===== config.mk =====
export PLATFORM = sky130hd
export DESIGN_NAME = bcd_updown_counter
export DESIGN_NICKNAME = d
export VERILOG_FILES = /design/src/rtl/bcd_ctr_pkg.sv /design/src/rtl/edge_sync.sv /design/src/rtl/decade_step.sv /design/src/rtl/bcd_updown_counter.sv
export SDC_FILE = /design/constraint.sdc
export NUM_CORES = 1
export LEC_CHECK = 0
export BUFFER_PORTS_ARGS = -buffer_cell sky130_fd_sc_hd__buf_2
export CORE_UTILIZATION = 50
export CTS_BUF_LIST = sky130_fd_sc_hd__clkbuf_4 sky130_fd_sc_hd__clkbuf_8
export CTS_CLUSTER_SIZE = 16
export DETAILED_ROUTE_END_ITERATION = 10
export PLACE_DENSITY = 0.84
export SYNTH_ARGS = -nofsm -noshare
export SYNTH_HDL_FRONTEND = slang
export SYNTH_SLANG_ARGS = --single-unit
export TNS_END_PERCENT = 100

===== constraint.sdc =====
create_clock -name clk -period 2.9 [get_ports clk]
set_input_delay 0.29 -clock clk [delete_from_list [all_inputs] [get_ports clk]]
set_output_delay 0.29 -clock clk [all_outputs]
set_load 0.005 [all_outputs]

===== src/rtl/bcd_ctr_pkg.sv =====
package bcd_ctr_pkg;
  localparam int DIGIT_W  = 4;
  localparam int MAX_DIG  = 9;
  typedef logic [DIGIT_W-1:0] digit_t;
  localparam digit_t TOP_DIG = digit_t'(MAX_DIG);
endpackage


===== src/rtl/edge_sync.sv =====
module edge_sync #(
  parameter int   STAGES = 2,
  parameter logic IDLE   = 1'b1
) (
  input  logic clk,
  input  logic rst,
  input  logic din,
  output logic lvl,
  output logic rise
);
  logic [STAGES-1:0] chain;
  logic              prev;

  always_ff @(posedge clk) begin
    if (rst) begin
      chain <= {STAGES{IDLE}};
      prev  <= IDLE;
    end else begin
      chain[0] <= din;
      for (int i = 1; i < STAGES; i++) chain[i] <= chain[i-1];
      prev <= chain[STAGES-1];
    end
  end

  assign lvl  = chain[STAGES-1];
  assign rise = chain[STAGES-1] & ~prev;


  rise_once_chk: assert property (@(posedge clk) disable iff (rst)
    rise |=> !rise);
endmodule


===== src/rtl/decade_step.sv =====
module decade_step
  import bcd_ctr_pkg::*;
(
  input  digit_t cur,
  output digit_t nxt_up,
  output digit_t nxt_dn
);
  always_comb begin
    if (cur < TOP_DIG)       nxt_up = digit_t'(cur + digit_t'(1));
    else if (cur == TOP_DIG) nxt_up = '0;
    else if (cur[0])         nxt_up = digit_t'(5'd17 - {1'b0, cur});
    else                     nxt_up = digit_t'(cur + digit_t'(1));
  end

  always_comb begin
    if (cur == '0) nxt_dn = TOP_DIG;
    else           nxt_dn = digit_t'(cur - digit_t'(1));
  end
endmodule


===== src/rtl/bcd_updown_counter.sv =====
module bcd_updown_counter
  import bcd_ctr_pkg::*;
#(
  parameter int SYNC_STAGES = 2
) (
  input  logic         clk,
  input  logic         rst,
  input  logic         cnt_up_clk,
  input  logic         cnt_dn_clk,
  input  logic         load_n,
  input  logic [3:0]   preset,
  input  logic         clear,
  output logic [3:0]   count,
  output logic         carry_n,
  output logic         borrow_n
);
  logic   up_lvl, up_rise, dn_lvl, dn_rise;
  digit_t cnt_q, step_up, step_dn;
  logic   go_up, go_dn;

  edge_sync #(.STAGES(SYNC_STAGES), .IDLE(1'b1)) u_up_sync (
    .clk(clk), .rst(rst), .din(cnt_up_clk), .lvl(up_lvl), .rise(up_rise));

  edge_sync #(.STAGES(SYNC_STAGES), .IDLE(1'b1)) u_dn_sync (
    .clk(clk), .rst(rst), .din(cnt_dn_clk), .lvl(dn_lvl), .rise(dn_rise));

  decade_step u_step (.cur(cnt_q), .nxt_up(step_up), .nxt_dn(step_dn));

  assign go_up = up_rise & ~dn_rise & dn_lvl;
  assign go_dn = dn_rise & ~up_rise & up_lvl;

  always_ff @(posedge clk) begin
    if (rst || clear)  cnt_q <= '0;
    else if (!load_n)  cnt_q <= preset;
    else if (go_up)    cnt_q <= step_up;
    else if (go_dn)    cnt_q <= step_dn;
  end

  assign count    = cnt_q;
  assign carry_n  = ~(cnt_q[0] & cnt_q[3] & ~up_lvl);
  assign borrow_n = ~((cnt_q == '0) & ~dn_lvl);


  clear_zero_chk: assert property (@(posedge clk) disable iff (rst)
    clear |=> count == 4'd0);

  load_take_chk: assert property (@(posedge clk) disable iff (rst)
    (!clear && !load_n) |=> count == $past(preset));

  up_wrap_chk: assert property (@(posedge clk) disable iff (rst)
    (!clear && load_n && up_rise && !dn_rise && dn_lvl && count == 4'd9) |=> count == 4'd0);

  dn_wrap_chk: assert property (@(posedge clk) disable iff (rst)
    (!clear && load_n && dn_rise && !up_rise && up_lvl && count == 4'd0) |=> count == 4'd9);

  oor_up_chk: assert property (@(posedge clk) disable iff (rst)
    (!clear && load_n && up_rise && !dn_rise && dn_lvl && count == 4'd13) |=> count == 4'd4);

  oor_dn_chk: assert property (@(posedge clk) disable iff (rst)
    (!clear && load_n && dn_rise && !up_rise && up_lvl && count > 4'd9)
    |=> count == digit_t'($past(count) - 4'd1));

  both_hold_chk: assert property (@(posedge clk) disable iff (rst)
    (!clear && load_n && up_rise && dn_rise) |=> $stable(count));

  carry_idle_chk: assert property (@(posedge clk) disable iff (rst)
    up_lvl |-> carry_n);

  borrow_idle_chk: assert property (@(posedge clk) disable iff (rst)
    dn_lvl |-> borrow_n);
endmodule


-- Yosys cells after proc, flatten, opt, wreduce, memory -nomap -nowiden
Index checks and enable logic that the tools add are counted.
- register bits after elaboration: 10
- bits of input ports: 10
- output and inout bits: 6
- word-level logic and storage cells: 37
- add/sub/neg operators: 3
- $lt $le $gt $ge: 1
- eq/ne operators: 2
- muxes and demuxes: 7
- bitwise gates (word level): 17
- reduce and logical (&&, ||, !) cells: 2
- operators with widths (operator ; number):
    4-bit 2-to-1 mux ; 7
    1-bit AND ; 9
    1-bit NOT ; 8
    4-bit by 1-bit adder with 4-bit output (second input constant) ; 1
    4-bit == test (second input constant) ; 1
    4-bit zero test ; 1
    4-bit less-than comparator (second input constant) ; 1
    1-bit by 4-bit subtractor with 4-bit output (first input constant) ; 1
    4-bit by 1-bit subtractor with 4-bit output (second input constant) ; 1
    3-bit by 1-bit != test with 1-bit output (second input constant) ; 1
    1-bit logical OR ; 1

-- Longest topological paths before layout
Gate-level depths: netlist (run 1).
- depth after elaboration: 8
- depth in mapped cells: 7

-- Modules after synthesis
A second synthesis (run 1) with hierarchy kept.
- cells, all modules: 92
- area total of the unflattened synthesis: 800.8 µm²
- by module, submodules not included (module ; times used ; cells each ; area each (µm²) ; sequential area each (µm²)):
    bcd_updown_counter ; 1 ; 39 ; 321.6 ; 80.1
    decade_step ; 1 ; 39 ; 309.0 ; 0.0
    edge_sync ; 2 ; 7 ; 85.1 ; 60.1

-- Worst setup path after synthesis (run 1)
Ideal clock, no wire load.
- path kind: register to register
- start point: register cnt_q[0] (netlist: count[0])
- end point: register cnt_q[1] (netlist: count[1])
- setup time: 124 ps
- arrival: 1517 ps
- setup slack: 1259 ps
- cell stages (with the launch flop): 8
- path buffers: 0
- clock period less this slack: 1641 ps
- path through: dfxtp_1 -> inv_1 -> ha_1 -> nor2b_2 -> nand2b_1 -> mux2i_1 -> o211a_1 -> o22ai_2
- longest elaborated chain between the ends: 6
- RTL lines (what ; line ; RTL):
    start: declaration ; bcd_updown_counter.sv:18 ; digit_t cnt_q, step_up, step_dn;
    start signal: assignment ; bcd_updown_counter.sv:34 ; else if (!load_n) cnt_q <= preset;
    start signal: assignment ; bcd_updown_counter.sv:35 ; else if (go_up) cnt_q <= step_up;
    start signal: assignment ; bcd_updown_counter.sv:36 ; else if (go_dn) cnt_q <= step_dn;
    4-bit by 1-bit adder with 4-bit output / 1-bit by 4-bit subtractor with 4-bit output (equally long branches) ; decade_step.sv:9, decade_step.sv:12, decade_step.sv:11 ;
    4-bit 2-to-1 mux ; decade_step.sv:11 ; else if (cur[0]) nxt_up = digit_t'(5'd17 - {1'b0, cur});
    4-bit 2-to-1 mux ; decade_step.sv:10 ; else if (cur == TOP_DIG) nxt_up = '0;
    4-bit 2-to-1 mux ; decade_step.sv:9 ; if (cur < TOP_DIG) nxt_up = digit_t'(cur + digit_t'(1));
    4-bit 2-to-1 mux (*) ; bcd_updown_counter.sv:35 ;
    4-bit 2-to-1 mux (*) ; bcd_updown_counter.sv:34 ;
Mark *: on every way between the ends. The rest lies on a longest branch, timed or not. The select of a mux whose other input is x is not followed.
A chain may end at the register's enable or synchronous reset.

-- Worst setup path in the final report (run 1)
- start point: register cnt_q[0] (netlist: count[0])
- end point: output borrow_n
- longest elaborated chain between the ends: 3
- RTL lines (what ; line ; RTL):
    4-bit zero test ; bcd_updown_counter.sv:41 ; assign borrow_n = ~((cnt_q == '0) & ~dn_lvl);
    1-bit AND ; bcd_updown_counter.sv:41 ;
    1-bit NOT ; bcd_updown_counter.sv:41 ;
    end: declaration ; bcd_updown_counter.sv:15 ; output logic borrow_n
Every way passes these cells.

==> impl_metrics.env, run 1 <==
export IMPL_outcome="finished clean"
export IMPL_dieArea_um2=1610
export IMPL_rsz0062_at_grt="no"
export IMPL_drive_gt1_frac=0.333
export IMPL_hold_viol=0
export IMPL_synth_cell_area_um2=728
export IMPL_synth_net_count=99
export IMPL_timing_fmax_ghz=0.509
export IMPL_r2r_worst_path_depth=7
export IMPL_combPwrFrac=0.203
export IMPL_fin_crit_ns=1.96
export IMPL_clock_tree_skew_after_final_layout_ns=0.00960
export IMPL_post_synth_inst_count=82
export IMPL_cp_data_required_time_ns=2.61
export IMPL_synth_distinct_cells=36
export IMPL_grt_first_pass_wirelength_mm=2.24
export IMPL_arrival_ns=1.67
export IMPL_hold_buffers=0
export IMPL_met1Wirelength_um=727
export IMPL_firstDrtPassIters=4
export IMPL_p_sw_frac=0.275
export IMPL_drc=0
export IMPL_critical_path_reg2reg_startpoint="count[0]"
export IMPL_core_um2=1330
export IMPL_netlist_area_leader_share=0.275
export IMPL_grt_overflow=0
export IMPL_route_antenna_remaining_nets=0
export IMPL_setup_tns_final_ns=0
export IMPL_worst_hold_path_endpoint="u_dn_sync.chain[0]"
export IMPL_avgViaCountPerCell=5.46
export IMPL_average_cell_area_after_synthesis_um2=8.88
export IMPL_num_nets_final=117
export IMPL_first_global_vias=541
export IMPL_postSynth_asyncResetShare=0
export IMPL_met2WireLength_um=749
export IMPL_max_h_tree_level=1
export IMPL_hp_class="in -> reg"
export IMPL_clkTransAtPathRegs_ns=0.07
export IMPL_clock_tree_root_cell="clkbuf_4"
export IMPL_min_period_over_period=0.677
export IMPL_tightest_slew_ns=0.452
export IMPL_powerDensity_nw_per_um2=411
export IMPL_synth_sequential_area_ratio=0.275
export IMPL_detail_route_wl_per_cell_um=13.3
export IMPL_synth_edf_count=0
export IMPL_clkPwrFrac=0.359
export IMPL_met3_wirelength_um=25
export IMPL_grt_use_total=0.212
export IMPL_timing_worst_setup_path_type="reg -> out"
export IMPL_min_from="cnt_dn_clk"
export IMPL_top_signal_layer_used="met4"
export IMPL_worst_path_max_fanout=8
export IMPL_timing_max_transition_violations_final=0
export IMPL_yosys_cell_count_top_type="dfxtp_1"
export IMPL_p_leak_nw=0.380
export IMPL_ys_seq_elements=10
export IMPL_synth_area_leaders="dfxtp_1, ha_1, or2_2"
export IMPL_die_w_um=40.2
export IMPL_dp_slack_ns=1.07
export IMPL_initial_utilization=0.546
export IMPL_net_switching_power_w=0.0000961
export IMPL_route_vias_total=622
export IMPL_cts_post_setup_buffers_inserted=0
export IMPL_worstSetupEndpointType="output pin"
export IMPL_synthFlopType="dfxtp_1"
export IMPL_clk_path_buf_depth=2
export IMPL_gp_routability_congestion=0.816
export IMPL_crit_reg2reg_capture="count[1]"
export IMPL_total_internal_power_w=0.000253
export IMPL_slew_headroom=0.698
export IMPL_ff2ff_setup_slack_ns=1.06
export IMPL_boundaryPins=16
export IMPL_final_setup_viol_count=0
export IMPL_die_h_um=40.2
export IMPL_vdd_ir_drop_max_mv=0.265
export IMPL_synthTopCellsByCount="dfxtp_1, ha_1, nand2_1, or2_2"
export IMPL_clock_sinks=10
export IMPL_worst_skew_pair_late_latency_ns=0.27
export IMPL_hold_path_cell_count=2
export IMPL_syn_to_final_growth_pct=16.7
export IMPL_maxCapViolCount=0
export IMPL_worst_setup_path_start_kind="flop"
export IMPL_yosys_warnings=0
export IMPL_portBuffers=15
export IMPL_rows=13
export IMPL_seqPwrFrac=0.438
export IMPL_tritoncts_clock_tree="yes"
export IMPL_drtIter0Drc=12
export IMPL_antenna_violations_before_repair=0
export IMPL_cts_inserted_buffers=3
export IMPL_synth_largest_area_cell="dfxtp_1"
export IMPL_hpwlAfterDp_mm=1.18
export IMPL_diodes=0
export IMPL_drt_total_wl_mm=1.52
export IMPL_timing_final_ws_setup_ns=0.936
export IMPL_cts_repair_resized=0
export IMPL_grt_start_max_net_pins=15
-- layer usage --
metal	up-vias	track usage
met5	-	0
met4	0	0.129
met3	2	0.0333
met2	9	0.343
met1	282	0.261
li1	329	-
-- logic make-up after synthesis --
| group | synth area share |
|---|---|
| xor gates and xnor gates | 0.0241 |
| AOI/OAI and AO/OA | 0.290 |
| buffers and inverters | 0.0378 |
| muxes | 0.0137 |
| adders and majority gates | 0.120 |
| DFF | 0.275 |
| and+or+nand+nor | 0.239 |
-- area by class of cell --
cell class / instances / area, um^2
clock buffers: 4 / 36.3
inverters: 5 / 18.8
well taps: 15 / 18.8
repair buffers: 15 / 75.1
multi-input cells: 65 / 500
flip-flops and latches: 10 / 200
fillers: 131 / 484
-- worst max-delay path by stage --
stage                     slack, ns        to  depth (start not counted)  startpoint
final                          0.94  borrow_n                          5    count[0]
after global routing           0.73  borrow_n                          5    count[0]
after CTS                      0.93  borrow_n                          5    count[0]
after detailed placement       1.07  count[1]                          7    count[0]
after global placement         1.19  count[1]                          7    count[0]
after floorplan                1.26  count[1]                          7    count[0]
-- worst max-delay path: stages, from the launching register on --
cell	delay, ns
dfxtp_1	0.38
inv_1	0.23
ha_1	0.23
nor3b_1	0.35
nand2b_1	0.09
buf_2	0.13
-- registers in the layout, indices dropped and copies added, names as in the netlist --
signal           cells
u_dn_sync.chain      2
u_dn_sync.prev       1
u_up_sync.prev       1
u_up_sync.chain      2
count                4
-- placed cells by master, fill, tap and decap left out, types with 2 or more instances in the layout --
| master | count |
|---|---|
| buf_2 | 15 |
| a21oi_1 | 4 |
| a31oi_1 | 3 |
| a211oi_1 | 2 |
| dfxtp_1 | 10 |
| nand2b_1 | 3 |
| nand2_1 | 6 |
| xnor2_1 | 2 |
| ha_1 | 7 |
| or2_2 | 6 |
| nor2_1 | 3 |
| o21ai_0 | 5 |
| inv_1 | 5 |
| o21ai_1 | 3 |
| clkbuf_4 | 3 |
-- through the flow --
stage               hold slack (ns)  area [um^2]  power [W]  cells  utilization
finish                        0.200          850   0.000349    114        0.637
global route                  0.187          850   0.000369    114        0.637
CTS                           0.191          850   0.000353    114        0.637
detailed placement            0.399          813   0.000226    110        0.610
global placement              0.392          813   0.000223    110        0.610
floorplan                     0.389          728   0.000203     82            -
-- power by group through the flow --
stage | Clock [W] | Sequential (W) | Combinational, W
6_report | 0.000125 | 0.000153 | 0.0000707
2_1_floorplan | 0 | 0.000153 | 0.0000502
4_1_cts | 0.000130 | 0.000153 | 0.0000705
5_1_grt | 0.000137 | 0.000154 | 0.0000779
3_5_place_dp | 0 | 0.000156 | 0.0000701
3_3_place_gp | 0 | 0.000156 | 0.0000676
Note: power is estimated with default switching activity, not from simulation.
==> run 2, diff against run 1 <==
CORE_UTILIZATION = 49   (was 50)
PLACE_DENSITY = 0.86   (was 0.84)
clock period = 1.65 ns   (was 2.9 ns; I/O delays follow)
==> run 2 against run 1 <==
Compared with the run above: sequential share of layout area down 1.4 points; clock-buffer cell count unchanged; non-clock buffer count up 5; worst setup slack worse by 0.84 ns; cell count up 4.4%; global-route usage down 0.20 points; highest routed layer unchanged; design area up 6.3%; critical path depth up 1; critical endpoint unchanged; clock skew down 0.0012 ns; clock power up 81%; sequential power up 73%; largest power group unchanged.
==> impl_metrics.env, run 2 (synthesized netlist as in run 1, its figures left out) <==
export IMPL_outcome="finished clean"
export IMPL_route_vias_total=668
export IMPL_clock_sinks=10
export IMPL_fin_crit_ns=1.56
export IMPL_grt_start_max_net_pins=15
export IMPL_powerDensity_nw_per_um2=709
export IMPL_core_um2=1330
export IMPL_min_period_over_period=0.944
export IMPL_hold_buffers=0
export IMPL_num_nets_final=122
export IMPL_tritoncts_clock_tree="yes"
export IMPL_worstSetupEndpointType="output pin"
export IMPL_drive_gt1_frac=0.413
export IMPL_hpwlAfterDp_mm=1.22
export IMPL_firstDrtPassIters=2
export IMPL_drc=0
export IMPL_hp_class="in -> reg"
export IMPL_rows=13
export IMPL_finish_instance_area_um2=903
export IMPL_tightest_slew_ns=0.480
export IMPL_p_leak_nw=0.408
export IMPL_max_h_tree_level=1
export IMPL_maxCapViolCount=0
export IMPL_first_global_vias=536
export IMPL_dieArea_um2=1640
export IMPL_slew_headroom=0.679
export IMPL_timing_max_transition_violations_final=0
export IMPL_hold_viol=0
export IMPL_avgViaCountPerCell=5.61
export IMPL_detailed_place_area_um2=851
export IMPL_gp_routability_congestion=0.877
export IMPL_die_w_um=40.6
export IMPL_clock_tree_root_cell="clkbuf_4"
export IMPL_most_common_layout_cells="buf_2, dfxtp_1, nand2_1, or2_2"
export IMPL_syn_to_final_growth_pct=24.1
export IMPL_cts_repair_resized=1
export IMPL_drtIter0Drc=9
export IMPL_detail_route_wl_per_cell_um=13.5
export IMPL_drt_total_wl_mm=1.61
export IMPL_post_layout_instance_count_excluding_filler_cells=119
export IMPL_clk_path_buf_depth=2
export IMPL_dp_slack_ns=0.0817
export IMPL_arrival_ns=1.39
export IMPL_clkTransAtPathRegs_ns=0.08
export IMPL_grt_overflow=0
export IMPL_antenna_violations_before_repair=0
export IMPL_portBuffers=15
export IMPL_worst_setup_path_start_kind="flop"
export IMPL_timing_worst_setup_path_type="reg -> out"
export IMPL_cts_inserted_buffers=3
export IMPL_hold_path_cell_count=2
export IMPL_route_antenna_remaining_nets=0
export IMPL_ff2ff_setup_slack_ns=0.10
export IMPL_final_setup_viol_count=0
export IMPL_finalCoreUtilization=0.677
export IMPL_clock_tree_skew_after_final_layout_ns=0.00842
export IMPL_dp_cells=115
export IMPL_diodes=0
export IMPL_timing_fmax_ghz=0.642
export IMPL_mostFrequentLayoutCell="buf_2"
export IMPL_worst_path_max_fanout=4
export IMPL_die_h_um=40.6
export IMPL_vdd_ir_drop_max_mv=0.439
export IMPL_grt_first_pass_wirelength_mm=2.25
export IMPL_r2r_worst_path_depth=7
export IMPL_flip_flop_count_of_the_largest_register_all_copies_and_words_added=4
export IMPL_boundaryPins=16
export IMPL_initial_utilization=0.546
export IMPL_cp_data_required_time_ns=1.48
export IMPL_worst_skew_pair_late_latency_ns=0.27
export IMPL_grt_use_total=0.210
export IMPL_timing_final_ws_setup_ns=0.0916
export IMPL_cts_post_setup_buffers_inserted=0
[run 2: changes by cell type in the layout (fill, tap and decap cells not counted), sizes merged]
| cell | previous run | this run |
|---|---|---|
| buf | 15 | 20 |
[run 2: report_power, final]
| group | internal, W | leakage, nW | switching [W] |
|---|---|---|---|
| clock network | 0.000134 | 0.0210 | 0.0000922 |
| registers | 0.000252 | 0.0823 | 0.0000117 |
| logic | 0.0000733 | 0.305 | 0.0000767 |
[run 2: final timing paths]
check	start	to
worst min register to register	u_up_sync.chain[0]	u_up_sync.chain[1]
worst max register to register	count[0]	count[1]
worst min-delay path	cnt_up_clk	u_up_sync.chain[0]
worst max-delay path	count[0]	borrow_n
[run 2: per-layer routing]
metal / vias up / track usage / wire length [um] / share of wire
li1: 337 / - / - / -
met1: 314 / 0.257 / 769 / 0.48
met2: 15 / 0.365 / 778 / 0.48
met3: 2 / 0.0500 / 47 / 0.029
met4: 0 / 0.0500 / 11 / 0.0068
met5: - / 0 / 0 / 0
[run 2: worst max-delay path, stage by stage (launching register included)]
cell,delay [ns]
dfxtp_1,0.32
inv_2,0.09
ha_2,0.21
nor3b_4,0.20
buf_4,0.14
nand2b_1,0.05
buf_2,0.12
[run 2: cell type report]
cell class / count / area [um^2]
Sequential cell: 10 / 200
Inverter: 5 / 18.8
Multi-Input combinational cell: 65 / 517
Tap cell: 15 / 18.8
Timing Repair Buffer: 20 / 113
Clock buffer: 4 / 36.3
Fill cell: 110 / 430
[run 2: stage by stage]
step	TNS (ns)	power (W)	hold WS [ns]
final	0	0.000640	0.0780
after global routing	-0.0113	0.000669	0.0757
after CTS	0	0.000636	0.0689
after detailed placement	0	0.000408	0.352
after global placement	0	0.000403	0.349
after floorplan	0	0.000357	0.269
